===== src/rtl/wdt_pkg.sv =====
package wdt_pkg;
  localparam int unsigned ADDR_W = 12;
  localparam int unsigned DATA_W = 32;

  typedef logic [ADDR_W-1:0] addr_t;
  typedef logic [DATA_W-1:0] word_t;

  // offsets that software depends on
  localparam addr_t OFS_KICK  = 12'h000;
  localparam addr_t OFS_CTRL  = 12'h000;
  localparam addr_t OFS_PER   = 12'h008;
  localparam addr_t OFS_DL_LO = 12'h010;
  localparam addr_t OFS_DL_HI = 12'h014;
  localparam addr_t OFS_IFID  = 12'hFCC;
  localparam addr_t OFS_ID    = 12'hFD0;

  // control register bit positions
  localparam int unsigned BIT_EN   = 0;
  localparam int unsigned BIT_WARN = 1;
  localparam int unsigned BIT_BITE = 2;

  function automatic word_t ident_word(addr_t a, word_t ifid, word_t id);
    word_t r;
    r = '0;
    if (a == OFS_IFID) r = ifid;
    else if (a == OFS_ID) r = id;
    return r;
  endfunction
endpackage


===== src/rtl/wdt_ctrl_regs.sv =====
module wdt_ctrl_regs
  import wdt_pkg::*;
#(
  parameter int unsigned PER_W = 32
) (
  input  logic             clk,
  input  logic             rst_n,
  input  logic             ctl_wr,
  input  addr_t            ctl_addr,
  input  word_t            ctl_wdata,
  input  logic             kick_wr,
  input  addr_t            kick_addr,
  output logic             en_q,
  output logic [PER_W-1:0] per_q,
  output logic [PER_W-1:0] per_load,
  output logic             refresh
);
  logic             hit_ctrl, hit_per, hit_kick;
  logic             en_d;
  logic [PER_W-1:0] per_d;

  always_comb begin
    hit_ctrl = ctl_wr && (ctl_addr == OFS_CTRL);
    hit_per  = ctl_wr && (ctl_addr == OFS_PER);
    hit_kick = kick_wr && (kick_addr == OFS_KICK);
    refresh  = hit_ctrl || hit_per || hit_kick;
    en_d     = hit_ctrl ? ctl_wdata[BIT_EN] : en_q;
    per_d    = hit_per ? ctl_wdata[PER_W-1:0] : per_q;
    per_load = per_d;
  end

  always_ff @(posedge clk or negedge rst_n) begin
    if (!rst_n) begin
      en_q  <= 1'b0;
      per_q <= '0;
    end else begin
      if (hit_ctrl) en_q  <= en_d;
      if (hit_per)  per_q <= per_d;
    end
  end
endmodule


===== src/rtl/wdt_stage.sv =====
module wdt_stage #(
  parameter int unsigned CNT_W = 64,
  parameter int unsigned PER_W = 32
) (
  input  logic             clk,
  input  logic             rst_n,
  input  logic [CNT_W-1:0] cnt,
  input  logic             en,
  input  logic             refresh,
  input  logic [PER_W-1:0] per_q,
  input  logic [PER_W-1:0] per_load,
  output logic [CNT_W-1:0] dl_q,
  output logic             warn_q,
  output logic             bite_q
);
  logic [CNT_W-1:0] dl_d;
  logic             warn_d, bite_d, due, upd;

  always_comb begin
    dl_d   = dl_q;
    warn_d = warn_q;
    bite_d = bite_q;
    due    = en && (cnt >= dl_q);
    if (refresh) begin
      dl_d   = cnt + CNT_W'(per_load);
      warn_d = 1'b0;
      bite_d = 1'b0;
    end else if (due) begin
      if (!warn_q) begin
        warn_d = 1'b1;
        dl_d   = cnt + CNT_W'(per_q);
      end else begin
        bite_d = 1'b1;
      end
    end
    upd = refresh || due;
  end

  always_ff @(posedge clk or negedge rst_n) begin
    if (!rst_n) begin
      dl_q   <= '0;
      warn_q <= 1'b0;
      bite_q <= 1'b0;
    end else if (upd) begin
      dl_q   <= dl_d;
      warn_q <= warn_d;
      bite_q <= bite_d;
    end
  end
endmodule


===== src/rtl/wdt_rd_mux.sv =====
module wdt_rd_mux
  import wdt_pkg::*;
#(
  parameter int unsigned CNT_W   = 64,
  parameter int unsigned PER_W   = 32,
  parameter word_t       IFID_VAL = 32'h0000_1A57,
  parameter word_t       ID_VAL   = 32'h0000_0D0E
) (
  input  addr_t            ctl_addr,
  input  addr_t            kick_addr,
  input  logic             en,
  input  logic             warn,
  input  logic             bite,
  input  logic [PER_W-1:0] per,
  input  logic [CNT_W-1:0] dl,
  output word_t            ctl_rdata,
  output word_t            kick_rdata
);
  localparam int unsigned WIDE = 2 * DATA_W;
  logic [WIDE-1:0] dl_wide;

  always_comb begin
    dl_wide = WIDE'(dl);
    unique case (ctl_addr)
      OFS_CTRL: begin
        ctl_rdata           = '0;
        ctl_rdata[BIT_EN]   = en;
        ctl_rdata[BIT_WARN] = warn;
        ctl_rdata[BIT_BITE] = bite;
      end
      OFS_PER:   ctl_rdata = DATA_W'(per);
      OFS_DL_LO: ctl_rdata = dl_wide[DATA_W-1:0];
      OFS_DL_HI: ctl_rdata = dl_wide[WIDE-1:DATA_W];
      default:   ctl_rdata = ident_word(ctl_addr, IFID_VAL, ID_VAL);
    endcase
    kick_rdata = ident_word(kick_addr, IFID_VAL, ID_VAL);
  end
endmodule


===== src/rtl/dual_stage_wdt.sv =====
module dual_stage_wdt
  import wdt_pkg::*;
#(
  parameter int unsigned CNT_W    = 64,
  parameter int unsigned PER_W    = 32,
  parameter word_t       IFID_VAL = 32'h0000_1A57,
  parameter word_t       ID_VAL   = 32'h0000_0D0E
) (
  input  logic              clk,
  input  logic              rst_n,
  input  logic [CNT_W-1:0]  sys_cnt,
  input  logic              kick_wr,
  input  logic [ADDR_W-1:0] kick_addr,
  output logic [DATA_W-1:0] kick_rdata,
  input  logic              ctl_wr,
  input  logic [ADDR_W-1:0] ctl_addr,
  input  logic [DATA_W-1:0] ctl_wdata,
  output logic [DATA_W-1:0] ctl_rdata,
  output logic              irq_warn,
  output logic              rst_req
);
  logic [1:0]       rst_pipe;
  logic             rst_sync_n;
  logic             en_q, refresh, warn_q, bite_q;
  logic [PER_W-1:0] per_q, per_load;
  logic [CNT_W-1:0] dl_q;

  always_ff @(posedge clk or negedge rst_n) begin
    if (!rst_n) rst_pipe <= 2'b00;
    else        rst_pipe <= {rst_pipe[0], 1'b1};
  end
  assign rst_sync_n = rst_pipe[1];

  wdt_ctrl_regs #(.PER_W(PER_W)) u_regs (
    .clk(clk), .rst_n(rst_sync_n),
    .ctl_wr(ctl_wr), .ctl_addr(ctl_addr), .ctl_wdata(ctl_wdata),
    .kick_wr(kick_wr), .kick_addr(kick_addr),
    .en_q(en_q), .per_q(per_q), .per_load(per_load), .refresh(refresh)
  );

  wdt_stage #(.CNT_W(CNT_W), .PER_W(PER_W)) u_stage (
    .clk(clk), .rst_n(rst_sync_n), .cnt(sys_cnt), .en(en_q),
    .refresh(refresh), .per_q(per_q), .per_load(per_load),
    .dl_q(dl_q), .warn_q(warn_q), .bite_q(bite_q)
  );

  wdt_rd_mux #(.CNT_W(CNT_W), .PER_W(PER_W), .IFID_VAL(IFID_VAL), .ID_VAL(ID_VAL)) u_rd (
    .ctl_addr(ctl_addr), .kick_addr(kick_addr), .en(en_q), .warn(warn_q),
    .bite(bite_q), .per(per_q), .dl(dl_q),
    .ctl_rdata(ctl_rdata), .kick_rdata(kick_rdata)
  );

  assign irq_warn = warn_q;
  assign rst_req  = bite_q && en_q;
endmodule


===== config.mk =====
export PLATFORM = sky130hd
export DESIGN_NAME = dual_stage_wdt
export DESIGN_NICKNAME = d
export VERILOG_FILES = /design/src/rtl/wdt_pkg.sv /design/src/rtl/wdt_ctrl_regs.sv /design/src/rtl/wdt_stage.sv /design/src/rtl/wdt_rd_mux.sv /design/src/rtl/dual_stage_wdt.sv
export SDC_FILE = /design/constraint.sdc
export NUM_CORES = 1
export LEC_CHECK = 0
export BUFFER_PORTS_ARGS = -buffer_cell sky130_fd_sc_hd__buf_4
export CORE_MARGIN = 2
export CORE_UTILIZATION = 45
export CTS_BUF_LIST = sky130_fd_sc_hd__clkbuf_4 sky130_fd_sc_hd__clkbuf_8
export CTS_CLUSTER_DIAMETER = 200
export DETAILED_ROUTE_END_ITERATION = 8
export PLACE_DENSITY = 0.68
export SYNTH_ARGS = -nofsm -noshare
export SYNTH_HDL_FRONTEND = slang
export SYNTH_SLANG_ARGS = --single-unit

===== constraint.sdc =====
create_clock -name clk -period 3.6 [get_ports clk]
set_input_delay 0.36 -clock clk [delete_from_list [all_inputs] [get_ports clk]]
set_output_delay 0.36 -clock clk [all_outputs]
set_load 0.005 [all_outputs]

After elaboration in Yosys (flattened, before gate mapping)
Cells that the tools add are included.

word-level totals
  flip-flop bits (word level) = 101
  latch bits = 0
  memory bits (writable) = 0
  bits in read-only memories = 0
  input bits = 124
  memories kept = 0
  output and inout bits = 66
  logic and storage cells = 46

operators by class
  magnitude comparators = 1
  bitwise operators = 0
  div/mod/pow operators = 0
  reduce and logical (&&, ||, !) cells = 15
  multiply operators = 0
  add/sub/neg operators = 2
  eq/ne operators = 8
  shift operators = 0
  muxes and demuxes = 14

operator list
  operator                                               count
  two-way mux 64 bit                                     3
  adder 64 x 32 -> 64 bit                                2
  one-hot mux 32 bit (4 select lines)                    1
  two-way mux 32 bit                                     3
  greater-or-equal comparator 64 bit                     1
  equality test 12 bit (second input constant)           4
  equality test 12 x 5 -> 1 bit (second input constant)  2
  zero test 12 bit                                       2
  two-way mux 12 bit                                     2
  equality test 12 x 4 -> 1 bit (second input constant)  1
  AND reduction 3 bit                                    2
  logical AND 1 bit                                      5
  two-way mux 1 bit                                      5
  nonzero test 2 bit                                     2
  logical OR 1 bit                                       3
  != test 2 x 1 -> 1 bit (second input constant)         1
  AND reduction 2 bit                                    1

Logic depth before layout (Yosys ltp)
Gate-level depths: netlist of run 1.

  depth after elaboration = 6
  depth in mapped cells = 20
  mapped depth without buffers = 18

Modules after synthesis
From an unflattened synthesis of run 1, not the netlist that was laid out.

unflattened totals
  cells, all modules = 1,128
  area, all modules = 10,142.2 sq um

by module, submodules not included
  module          cells an instance  times used  seq. area each (sq um)  area each (sq um)
  wdt_stage       853                1           1,651.6                 6,916.6
  wdt_ctrl_regs   116                1           825.8                   1,985.7
  wdt_rd_mux      155                1           0.0                     1,179.9
  dual_stage_wdt  4                  1           50.0                    60.1

Least setup slack after synthesis of run 1
Ideal clock, no wire load.

  path type = input -> register
  start point = input ctl_addr[9]
  end point = register u_stage.dl_q[60]
  library setup time = 0.079 ns
  stages on the path = 20
  data required time = 3.521 ns
  data arrival time = 4.241 ns
  slack = -0.720 ns
  cell sequence = nor4_1 nand2_1 nor4_1 and2_1 nand2_1 clkbuf_1 mux2_2 ha_1 inv_1 fa_1 nand2b_1 a21oi_1 o221ai_1 a21oi_1 o31ai_1 o21ai_1 buf_2 nand4_1 xor2_1 mux2i_1

on the way
  cells in the longest elaborated chain, start to end = 6

RTL lines
  element                                                                          line                  text
  start: declaration                                                               dual_stage_wdt.sv:16  input logic [ADDR_W-1:0] ctl_addr,
  parallel branches: the longest is 6 deep, another holds adder 64 x 32 -> 64 bit  n/a
  end signal: assignment                                                           wdt_stage.sv:45       dl_q <= dl_d;
  end: declaration                                                                 wdt_stage.sv:12       output logic [CNT_W-1:0] dl_q,

Several ways; the timed one is not identified.
A chain may end at the register's enable or synchronous reset.

Worst setup path after layout of run 1
  start point = input ctl_addr[10]
  end point = register u_stage.dl_q[51]

Same word-level chain as after synthesis.

==> qor.yml, run 1 <==
timing:
  finalWorstSetupSlack_ps: -400.2
  finalSetupViolations: 49
  rsz0062_at_grt: "yes"
  skew_ps: 17.44
  max_slew_margin: 0.3866
  finalCritPeriodShare: 1.111
  min_period_ps: 4000
  fin_tns_setup_ps: -11160
  worst_pin_slew_ps: 920.1
  hold_viol_final: 0
  fmax_ghz: 0.2500
  finalMaxSlewViolations: 0
worst_setup_path:
  cp_common_cell: "nor4_4"
  cp-start-kind: "input port"
  cp_num_buf_inv: 4
  crit_chain: "buf_8 > nor4_4 > nand2_2 > nor4_4 > and2_4 > buf_12 > buf_6 > nand2_8 > mux2_4 > ha_4 > a21oi_2 > o211a_1 > o31ai_4 > a221o_1 > o21a_2 > o21ai_4 > buf_12 > nor4_4 > xnor2_1 > mux2i_1"
  rr_endpoint: "u_stage.dl_q[9]"
  path_max_fanout: 8
  critical_path.endpoint_type: "flop"
  critical_path_class: "in -> reg"
  critPathTopFamily: "compound AO/OA/AOI/OAI gates"
  cp_slowest_cell: "mux2_4"
  cpPeakStageDelay_ps: 360
  rr_startpoint: "u_stage.dl_q[63]"
  arrival_ps: 4280
  r2r_cells: 12
  r2r_setup_slack_ps: 210
  critPathRequiredTime_ps: 3880
drt:
  vias: 9222
  wl_per_cell_um: 20.20
  routed_via_density: 5.640
  route.detailed.drc: 0
  firstDrtPassIters: 5
  finalWirelength_um: 33020
  antenna_left: 0
  drtIter0Drc: 669
final_layout:
  drive_gt1_frac: 0.4278
  finish.utilization: 0.6760
  fin_nets: 1582
  final_cell_count_no_fill: 1635
  regArea_um2: 2531
  n_antenna_cell: 0
  multi_input_area_um2: 7286
  n_fill_cell: 1538
  area_growth_pct: 47.42
placement:
  dpl.hpwl_um: 22290
  pre_cts_ws_ps: -754.5
  gp_congestion: 0.8871
  portBuffers: 168
  dp.cells: 1548
floorplan:
  die_area_um2: 21780
  start_util: 0.4586
  coreArea_um2: 20230
  die_y_um: 147.6
  die_w_um: 147.6
  num_io_pins: 190
  rows: 52
min_path:
  hp-start: "ctl_wdata[5]"
  hold_path_class: "in -> reg"
  whs_path_depth: 2
grt:
  antenna_found_initial: 0
  grt.overflow.total: 0
  grt_max_degree: 64
  first_global_vias: 9163
  grt_pass1_wl_um: 48930
  grt_use_total: 0.2903
clock_network:
  cts_buffer_depth: 2
  root_buffer: "clkbuf_8"
  cts_tree: "built"
  clkLatencyLatePin_ps: 400
  clk_pin_slew_worst_paths_ps: 110
  h-tree-depth: 3
  clock-sinks: 101
  cts_buffers: 9
logic_synthesis:
  yosysTopAreaCellShare: 0.2724
  yosysMostFrequentCell: "dfrtp_1"
  yosysWarnings: 0
  ys_async_sr_fraction: 1.000
  synth_cell_types: 69
  syn-cell-area_um2: 9279
  ys_seq_elements: 101
  yosys-top-cells-area: "dfrtp_1 27%, ha_1 13%, mux2i_1 9.7%"
  yosysSeqAreaShare: 0.2724
  synth_top_area_cell: "dfrtp_1"
  synth_commonest_cells: "101 x dfrtp_1, 96 x ha_1, 90 x mux2i_1"
  synth_edf_count: 0
  synthFlopType: "dfrtp_1"
  avgSynthCellArea_um2: 9.026
  netlist_instances: 1028
pwr:
  peakVddDrop_mv: 0.1529
  p_leak_nw: 6.684
  switching_share: 0.2928
  p_clk_frac: 0.323
  p_seq_frac: 0.469
  p_sw_uw: 731.3
  cellPowerDensity_nw_per_um2: 182.5
  p_comb_frac: 0.207
  intPower_mw: 1.766
status:
  violations: "setup timing"
  status: "finished with violations"
flow_run:
  max-cap-violations: 0
[cell usage in the layout, fill, tap and decap left out, types with 21 or more instances in the layout]
cell,synthesis,layout
mux2i_1,90,90
xor2_1,30,27
buf_4,30,320
ha_1,96,72
inv_1,80,79
nor2_1,61,45
ha_4,0,24
conb_1,2,22
xnor2_1,30,28
nand4_1,26,26
dfrtp_1,101,100
nand2_1,84,75
o21ai_0,58,40
mux2_2,67,54
buf_6,6,21
a21oi_1,61,46
[kinds of logic (layout without fill, tap and decap cells)]
kind of cell | Yosys count | after routing | synth area share
compound gates | 206 | 206 | 0.1401
xor+xnor | 60 | 60 | 0.05663
fa+ha+maj | 97 | 97 | 0.1316
buf+inv | 142 | 454 | 0.07646
flops | 101 | 101 | 0.2724
mux | 164 | 164 | 0.1869
other cells | 2 | 22 | 0.0008094
simple gates | 256 | 261 | 0.1351
[layout make-up]
type	instances	area share
clock buffer	12	0.01162
clock inverter	3	0.003384
inverter	80	0.02195
multi-input combinational	810	0.5326
sequential	101	0.1850
tap	270	0.02470
timing repair buffer	359	0.2207
[timing repair]
action                                 4_1_cts  5_1_grt
setup endpoints to repair                   43       72
buffers inserted                            52       18
pin swaps                                   40       59
cloned                                       7        5
gates resized for setup                     80       98
endpoints found under the hold margin        2        0
hold buffers                                 1        0
[per-layer routing]
metal	GRT usage	up-vias	part of all wire
met5	0	-	0
li1	-	4289	-
met4	0.1034	0	0.031
met1	0.3865	4541	0.44
met2	0.4809	322	0.48
met3	0.04414	70	0.050
[how the worst max path moves through the flow]
stage,startpoint,endpoint,slack [ps],cells past startpoint
final,ctl_addr[10],u_stage.dl_q[51],-400,20
after global routing,ctl_addr[10],u_stage.dl_q[54],-450,19
after CTS,ctl_addr[9],u_stage.dl_q[34],-190,19
after detailed placement,ctl_addr[9],u_stage.dl_q[57],-750,18
after global placement,ctl_addr[9],u_stage.dl_q[57],-660,18
after floorplan,ctl_addr[9],u_stage.dl_q[51],-170,18
[power groups by stage]
stage	clock network (mW)	logic [mW]	registers, mW
after floorplan	0	0.225	1.19
after global placement	0	0.448	1.19
after detailed placement	0	0.457	1.19
after CTS	0.823	0.485	1.17
after global routing	0.871	0.557	1.18
final	0.808	0.517	1.17
[metrics by stage]
stage	hold WS, ps	power (mW)	area (µm²)
6_report	195.5	2.497	13680
5_1_grt	179.9	2.605	13680
4_1_cts	177.9	2.480	13050
3_5_place_dp	143.5	1.651	11950
3_3_place_gp	142.7	1.642	11950
2_1_floorplan	64.41	1.413	9869
(Power assumes the default switching activity.)
==> run 2: changes to the inputs <==
- ABC_AREA: unset -> 1
- PLACE_DENSITY: 0.68 -> 0.67
==> run 2 against run 1 <==
The run now ends clean. Area after synthesis is 12% higher. Clock skew is 3.9 ps higher. Design area is 9.7% lower. Utilization is 13 points lower. Hold slack worse by 25 ps. Maximum frequency is 22% higher. Sequential cell count stayed put.
==> qor.yml, run 2 <==
floorplan:
  coreArea_um2: 22640
  die_w_um: 155.9
  num_io_pins: 190
  die_area_um2: 24290
  rows: 55
  die_y_um: 155.9
  start_util: 0.4584
logic_synthesis:
  syn-cell-area_um2: 10380
  synthFlopType: "dfrtp_1"
  ys_seq_elements: 101
  ys_async_sr_fraction: 1.000
  yosys-top-cells-area: "dfrtp_1 24%, nand2_1 22%, ha_1 12%"
  yosysWarnings: 0
  yosysMostFrequentCell: "nand2_1"
  netlist_instances: 1672
  yosysTopAreaCellShare: 0.2435
  synth_cell_types: 39
  synth_edf_count: 0
  synth_commonest_cells: "611 x nand2_1, 235 x inv_1, 140 x nor2_1"
  avgSynthCellArea_um2: 6.207
  yosysSeqAreaShare: 0.2435
  synth_top_area_cell: "dfrtp_1"
final_layout:
  area_growth_pct: 18.98
  layout_common_cells: "611 x nand2_1, 235 x inv_1, 225 x buf_4"
  fin_nets: 2091
  n_antenna_cell: 0
  final_common_cell: "nand2_1"
  n_fill_cell: 2387
  finish.utilization: 0.5454
  final_cell_count_no_fill: 2160
  final_cell_area_um2: 12350
  drive_gt1_frac: 0.1387
clock_network:
  root_buffer: "clkbuf_8"
  cts-resized-gates: 0
  cts_setup_buffers: 0
  clock-sinks: 101
  clk_pin_slew_worst_paths_ps: 120
  hold_buffers: 1
  cts_tree: "built"
  h-tree-depth: 3
  cts_buffer_depth: 2
  cts_buffers: 9
  clkLatencyLatePin_ps: 410
worst_setup_path:
  path_max_fanout: 22
  critPathRequiredTime_ps: 3900
  arrival_ps: 3580
  r2r_setup_slack_ps: 520
  rr_endpoint: "u_stage.dl_q[6]"
  critical_path_class: "in -> reg"
  cp-start-kind: "input port"
  rr_startpoint: "u_stage.dl_q[28]"
  critical_path.endpoint_type: "flop"
  r2r_cells: 15
drt:
  routed_via_density: 5.336
  route.detailed.drc: 0
  drtIter0Drc: 884
  vias: 11530
  wl_per_cell_um: 17.98
  finalWirelength_um: 38840
  antenna_left: 0
  firstDrtPassIters: 5
pwr:
  peakVddDrop_mv: 0.1466
  p_clk_frac: 0.301
  cellPowerDensity_nw_per_um2: 219.8
  p_leak_nw: 6.895
  p_seq_frac: 0.447
  p_sw_uw: 918.0
  intPower_mw: 1.796
  p_comb_frac: 0.251
  switching_share: 0.3382
timing:
  worst_pin_slew_ps: 841.9
  skew_ps: 21.31
  finalWorstSetupSlack_ps: 312.1
  min_period_ps: 3288
  hold_viol_final: 0
  max_slew_margin: 0.4388
  whs_ps: 170.0
  fmax_ghz: 0.3041
  finalSetupViolations: 0
  finalMaxSlewViolations: 0
  finalCritPeriodShare: 0.9133
  rsz0062_at_grt: "no"
status:
  status: "finished, final reports clean"
min_path:
  hp-start: "ctl_wdata[15]"
  hold_path_class: "in -> reg"
  whs_path_depth: 3
flow_run:
  max-cap-violations: 0
grt:
  grt.overflow.total: 0
  grt_use_total: 0.3193
  grt_max_degree: 68
  first_global_vias: 10760
  antenna_found_initial: 1
  grt_pass1_wl_um: 59280
placement:
  dp.cells: 2143
  portBuffers: 168
  dpl.hpwl_um: 31970
  gp_congestion: 1.001
  placed_area_um2: 12130
  pre_cts_ws_ps: -38.71
run 2: cell count changes in the layout (fill, tap and decap cells not counted), sizes merged, moves of 74 or more:
cell	delta
mux2	-74
nand3	+113
inv	+161
mux2i	-90
nor2	+82
buf	-124
nand2	+523
run 2: stage by stage:
| stage | power [mW] | TNS, ps |
|---|---|---|
| after floorplan | 1.606 | 0 |
| after global placement | 1.898 | -93.69 |
| after detailed placement | 1.906 | -60.98 |
| after CTS | 2.724 | 0 |
| after global routing | 2.850 | 0 |
| final | 2.714 | 0 |
run 2: per-layer routing:
layer  wire length (µm)  track usage  vias up
met5                 13            0        -
met4               1021      0.09305        2
met3               2617      0.04250       56
met1              17990       0.4608     5323
met2              17190       0.4987      439
li1                   -            -     5705
run 2: cell type report:
cell class	count	area (µm²)	share of cell area
Multi-Input combinational cell	1289	6575	0.5325
Clock buffer	10	131.4	0.01064
Sequential cell	101	2531	0.2050
Timing Repair Buffer	230	1779	0.1441
Tap cell	285	356.6	0.02888
Inverter	239	897.1	0.07265
Clock inverter	6	77.57	0.006282
run 2: worst max-delay path, cell delays in order:
cell and delay [ps]:
buf_4 110, inv_1 70, nand4_1 180, inv_1 120
nand4_1 160, nor2_4 220, inv_2 90, buf_12 180
nand2_1 80, nand2_1 70, ha_1 370, nand2_1 120
o21ai_0 360, inv_1 80, nand2_1 160, buf_4 160
nand3_1 70, nand3_1 270, nand2_1 100, nand3_1 80
nand2_1 50, nand2_1 60, nand2_1 60
run 2: worst max path at each step:
stage | startpoint | to | depth (start not counted)
CTS | ctl_addr[1] | u_stage.dl_q[52] | 25
floorplan | ctl_addr[1] | u_stage.dl_q[36] | 23
detailed placement | ctl_addr[1] | u_stage.dl_q[52] | 23
global placement | ctl_addr[10] | u_stage.dl_q[49] | 23
finish | ctl_addr[8] | u_stage.dl_q[49] | 23
global route | ctl_addr[1] | u_stage.dl_q[52] | 25
run 2: cells by family (layout without fill, tap and decap cells):
kind of cell	Yosys count	after routing	share of synthesized area
XOR/XNOR	32	32	0.02700
flip-flops	101	101	0.2435
AND/OR/NAND/NOR	965	965	0.3826
adder cells (fa/ha/maj)	97	97	0.1177
other	2	22	0.0007236
AO/OA/AOI/OAI	173	173	0.09777
buffers and inverters	302	485	0.1307
run 2: power groups by stage:
stage | clock network [mW] | logic, mW | registers [mW]
floorplan | 0 | 0.373 | 1.23
global placement | 0 | 0.663 | 1.23
detailed placement | 0 | 0.669 | 1.24
CTS | 0.836 | 0.674 | 1.21
global route | 0.865 | 0.764 | 1.22
finish | 0.818 | 0.682 | 1.21
==> run 3: changes to the inputs <==
- RECOVER_POWER: unset -> 50
==> run 3 against run 2 <==
The flow now finishes with violations (capacitance limit, slew limit). Clock skew grew 1.5 ps. Via count shrank 0.25%. Utilization is essentially flat. Global-route usage is the same. Power is essentially flat. Wire length grew 0.16%. Design area is essentially flat. Sequential share of layout area is essentially flat. Setup slack gained 7.6 ps. Cell count is the same. Critical path depth is the same. Hold slack gained 1.2 ps. Critical endpoint unchanged.
==> qor.yml, run 3 (same netlist as run 2, synthesis figures left out) <==
clock_network:
  clk_pin_slew_worst_paths_ps: 120
  h-tree-depth: 3
  cts_buffers: 9
  clock-sinks: 101
  root_buffer: "clkbuf_8"
  clkLatencyLatePin_ps: 400
  cts-resized-gates: 0
  cts_buffer_depth: 2
  cts_tree: "built"
final_layout:
  final_common_cell: "nand2_1"
  final_cell_area_um2: 12340
  drive_gt1_frac: 0.1376
  fin_nets: 2091
  area_growth_pct: 18.90
  final_cell_count_no_fill: 2160
  layout_common_cells: "611 x nand2_1, 235 x inv_1, 219 x buf_4"
  n_fill_cell: 2388
  n_antenna_cell: 0
floorplan:
  die_area_um2: 24290
  die_y_um: 155.9
  die_w_um: 155.9
  rows: 55
  num_io_pins: 190
  coreArea_um2: 22640
  start_util: 0.4584
timing:
  fin_tns_setup_ps: 0
  rsz0062_at_grt: "no"
  skew_ps: 22.82
  max_slew_margin: -0.4527
  finalCritPeriodShare: 0.9112
  worst_pin_slew_ps: 2179
  finalSetupViolations: 0
  finalWorstSetupSlack_ps: 319.6
  hold_viol_final: 0
  fmax_ghz: 0.3048
  finalMaxSlewViolations: 51
  min_period_ps: 3280
grt:
  antenna_found_initial: 1
  grt.overflow.total: 0
  grt_use_total: 0.3193
  grt_pass1_wl_um: 59280
  grt_max_degree: 68
  first_global_vias: 10760
placement:
  dp.cells: 2143
  pre_cts_ws_ps: -38.71
  portBuffers: 168
  dpl.hpwl_um: 31970
  gp_congestion: 1.001
  placed_area_um2: 12130
worst_setup_path:
  path_max_fanout: 22
  rr_startpoint: "u_stage.dl_q[28]"
  startpoint: "ctl_addr[8]"
  critical_path.endpoint_type: "flop"
  cp-start-kind: "input port"
  r2r_cells: 15
  crit_path_end: "u_stage.dl_q[49]"
  critical_path_class: "in -> reg"
  arrival_ps: 3580
  critPathRequiredTime_ps: 3900
  rr_endpoint: "u_stage.dl_q[6]"
  r2r_setup_slack_ps: 510
status:
  violations: "capacitance limit, slew limit"
  status: "finished with violations"
pwr:
  peakVddDrop_mv: 0.1463
  totalPowerFinal_mw: 2.713
  p_leak_nw: 6.890
  cellPowerDensity_nw_per_um2: 219.8
drt:
  drtIter0Drc: 904
  wl_per_cell_um: 18.01
  route.detailed.drc: 0
  antenna_left: 0
  firstDrtPassIters: 5
  routed_via_density: 5.322
  finalWirelength_um: 38900
  vias: 11500
min_path:
  hold_path_class: "in -> reg"
flow_run:
  max-cap-violations: 1
run 3: changes by cell type in the layout (fill, tap and decap cells not counted):
cell	change
buf_4	-6
clkbuf_1	+1
clkbuf_4	+5
dfrtp_1	+1
dfrtp_4	-1
run 3: where the power goes:
part           switching, mW  total (mW)  internal (mW)  leakage (nW)
Clock                  0.475       0.817          0.343         0.108
Combinational          0.406       0.681          0.276          5.42
Sequential            0.0366        1.21           1.18          1.37
Total                  0.917        2.71           1.80          6.89
run 3: per-layer routing:
metal / global-route usage / vias up / wire [µm]
met5: 0 / - / 13
met4: 0.09305 / 2 / 1038
met3: 0.04250 / 56 / 2798
met2: 0.4987 / 437 / 17210
met1: 0.4608 / 5302 / 17840
li1: - / 5699 / -
run 3: timing repair:
item / CTS / global route
buffers inserted: 0 / 0
hold buffers: 1 / 0
hold endpoints to repair: 2 / 0
run 3: cell type report:
type / instances / area [µm²] / share of cell area
clock buffers: 10 / 131.4 / 0.01065
well taps: 285 / 356.6 / 0.02890
repair buffers: 230 / 1775 / 0.1439
flip-flops and latches: 101 / 2527 / 0.2048
clock inverters: 6 / 77.57 / 0.006286
inverters: 239 / 897.1 / 0.07270
multi-input cells: 1289 / 6575 / 0.5328
run 3: critical path: stages:
cell and delay [ps]:
buf_4 110, inv_1 70, nand4_1 170, inv_1 120
nand4_1 160, nor2_4 220, inv_2 90, buf_12 180
nand2_1 80, nand2_1 70, ha_1 360, nand2_1 120
o21ai_0 360, inv_1 80, nand2_1 150, buf_4 160
nand3_1 70, nand3_1 270, nand2_1 100, nand3_1 80
nand2_1 50, nand2_1 60, nand2_1 60
run 3: worst min path at each step:
| stage | from | endpoint | slack [ps] | depth (start not counted) |
|---|---|---|---|---|
| floorplan | rst_n | rst_pipe[0] | 60 | 0 |
| global placement | rst_n | rst_pipe[0] | 140 | 1 |
| detailed placement | rst_n | rst_pipe[0] | 140 | 1 |
| CTS | ctl_wdata[15] | flop | 150 | 3 |
| global route | ctl_wdata[13] | flop | 170 | 3 |
| finish | ctl_wdata[15] | flop | 170 | 3 |
run 3: per-stage QoR:
step / hold WS, ps / util
4_1_cts: 152.4 / 0.5454
2_1_floorplan: 64.41 / -
5_1_grt: 170.8 / 0.5451
3_3_place_gp: 142.1 / 0.5357
6_report: 171.2 / 0.5451
3_5_place_dp: 143.1 / 0.5357
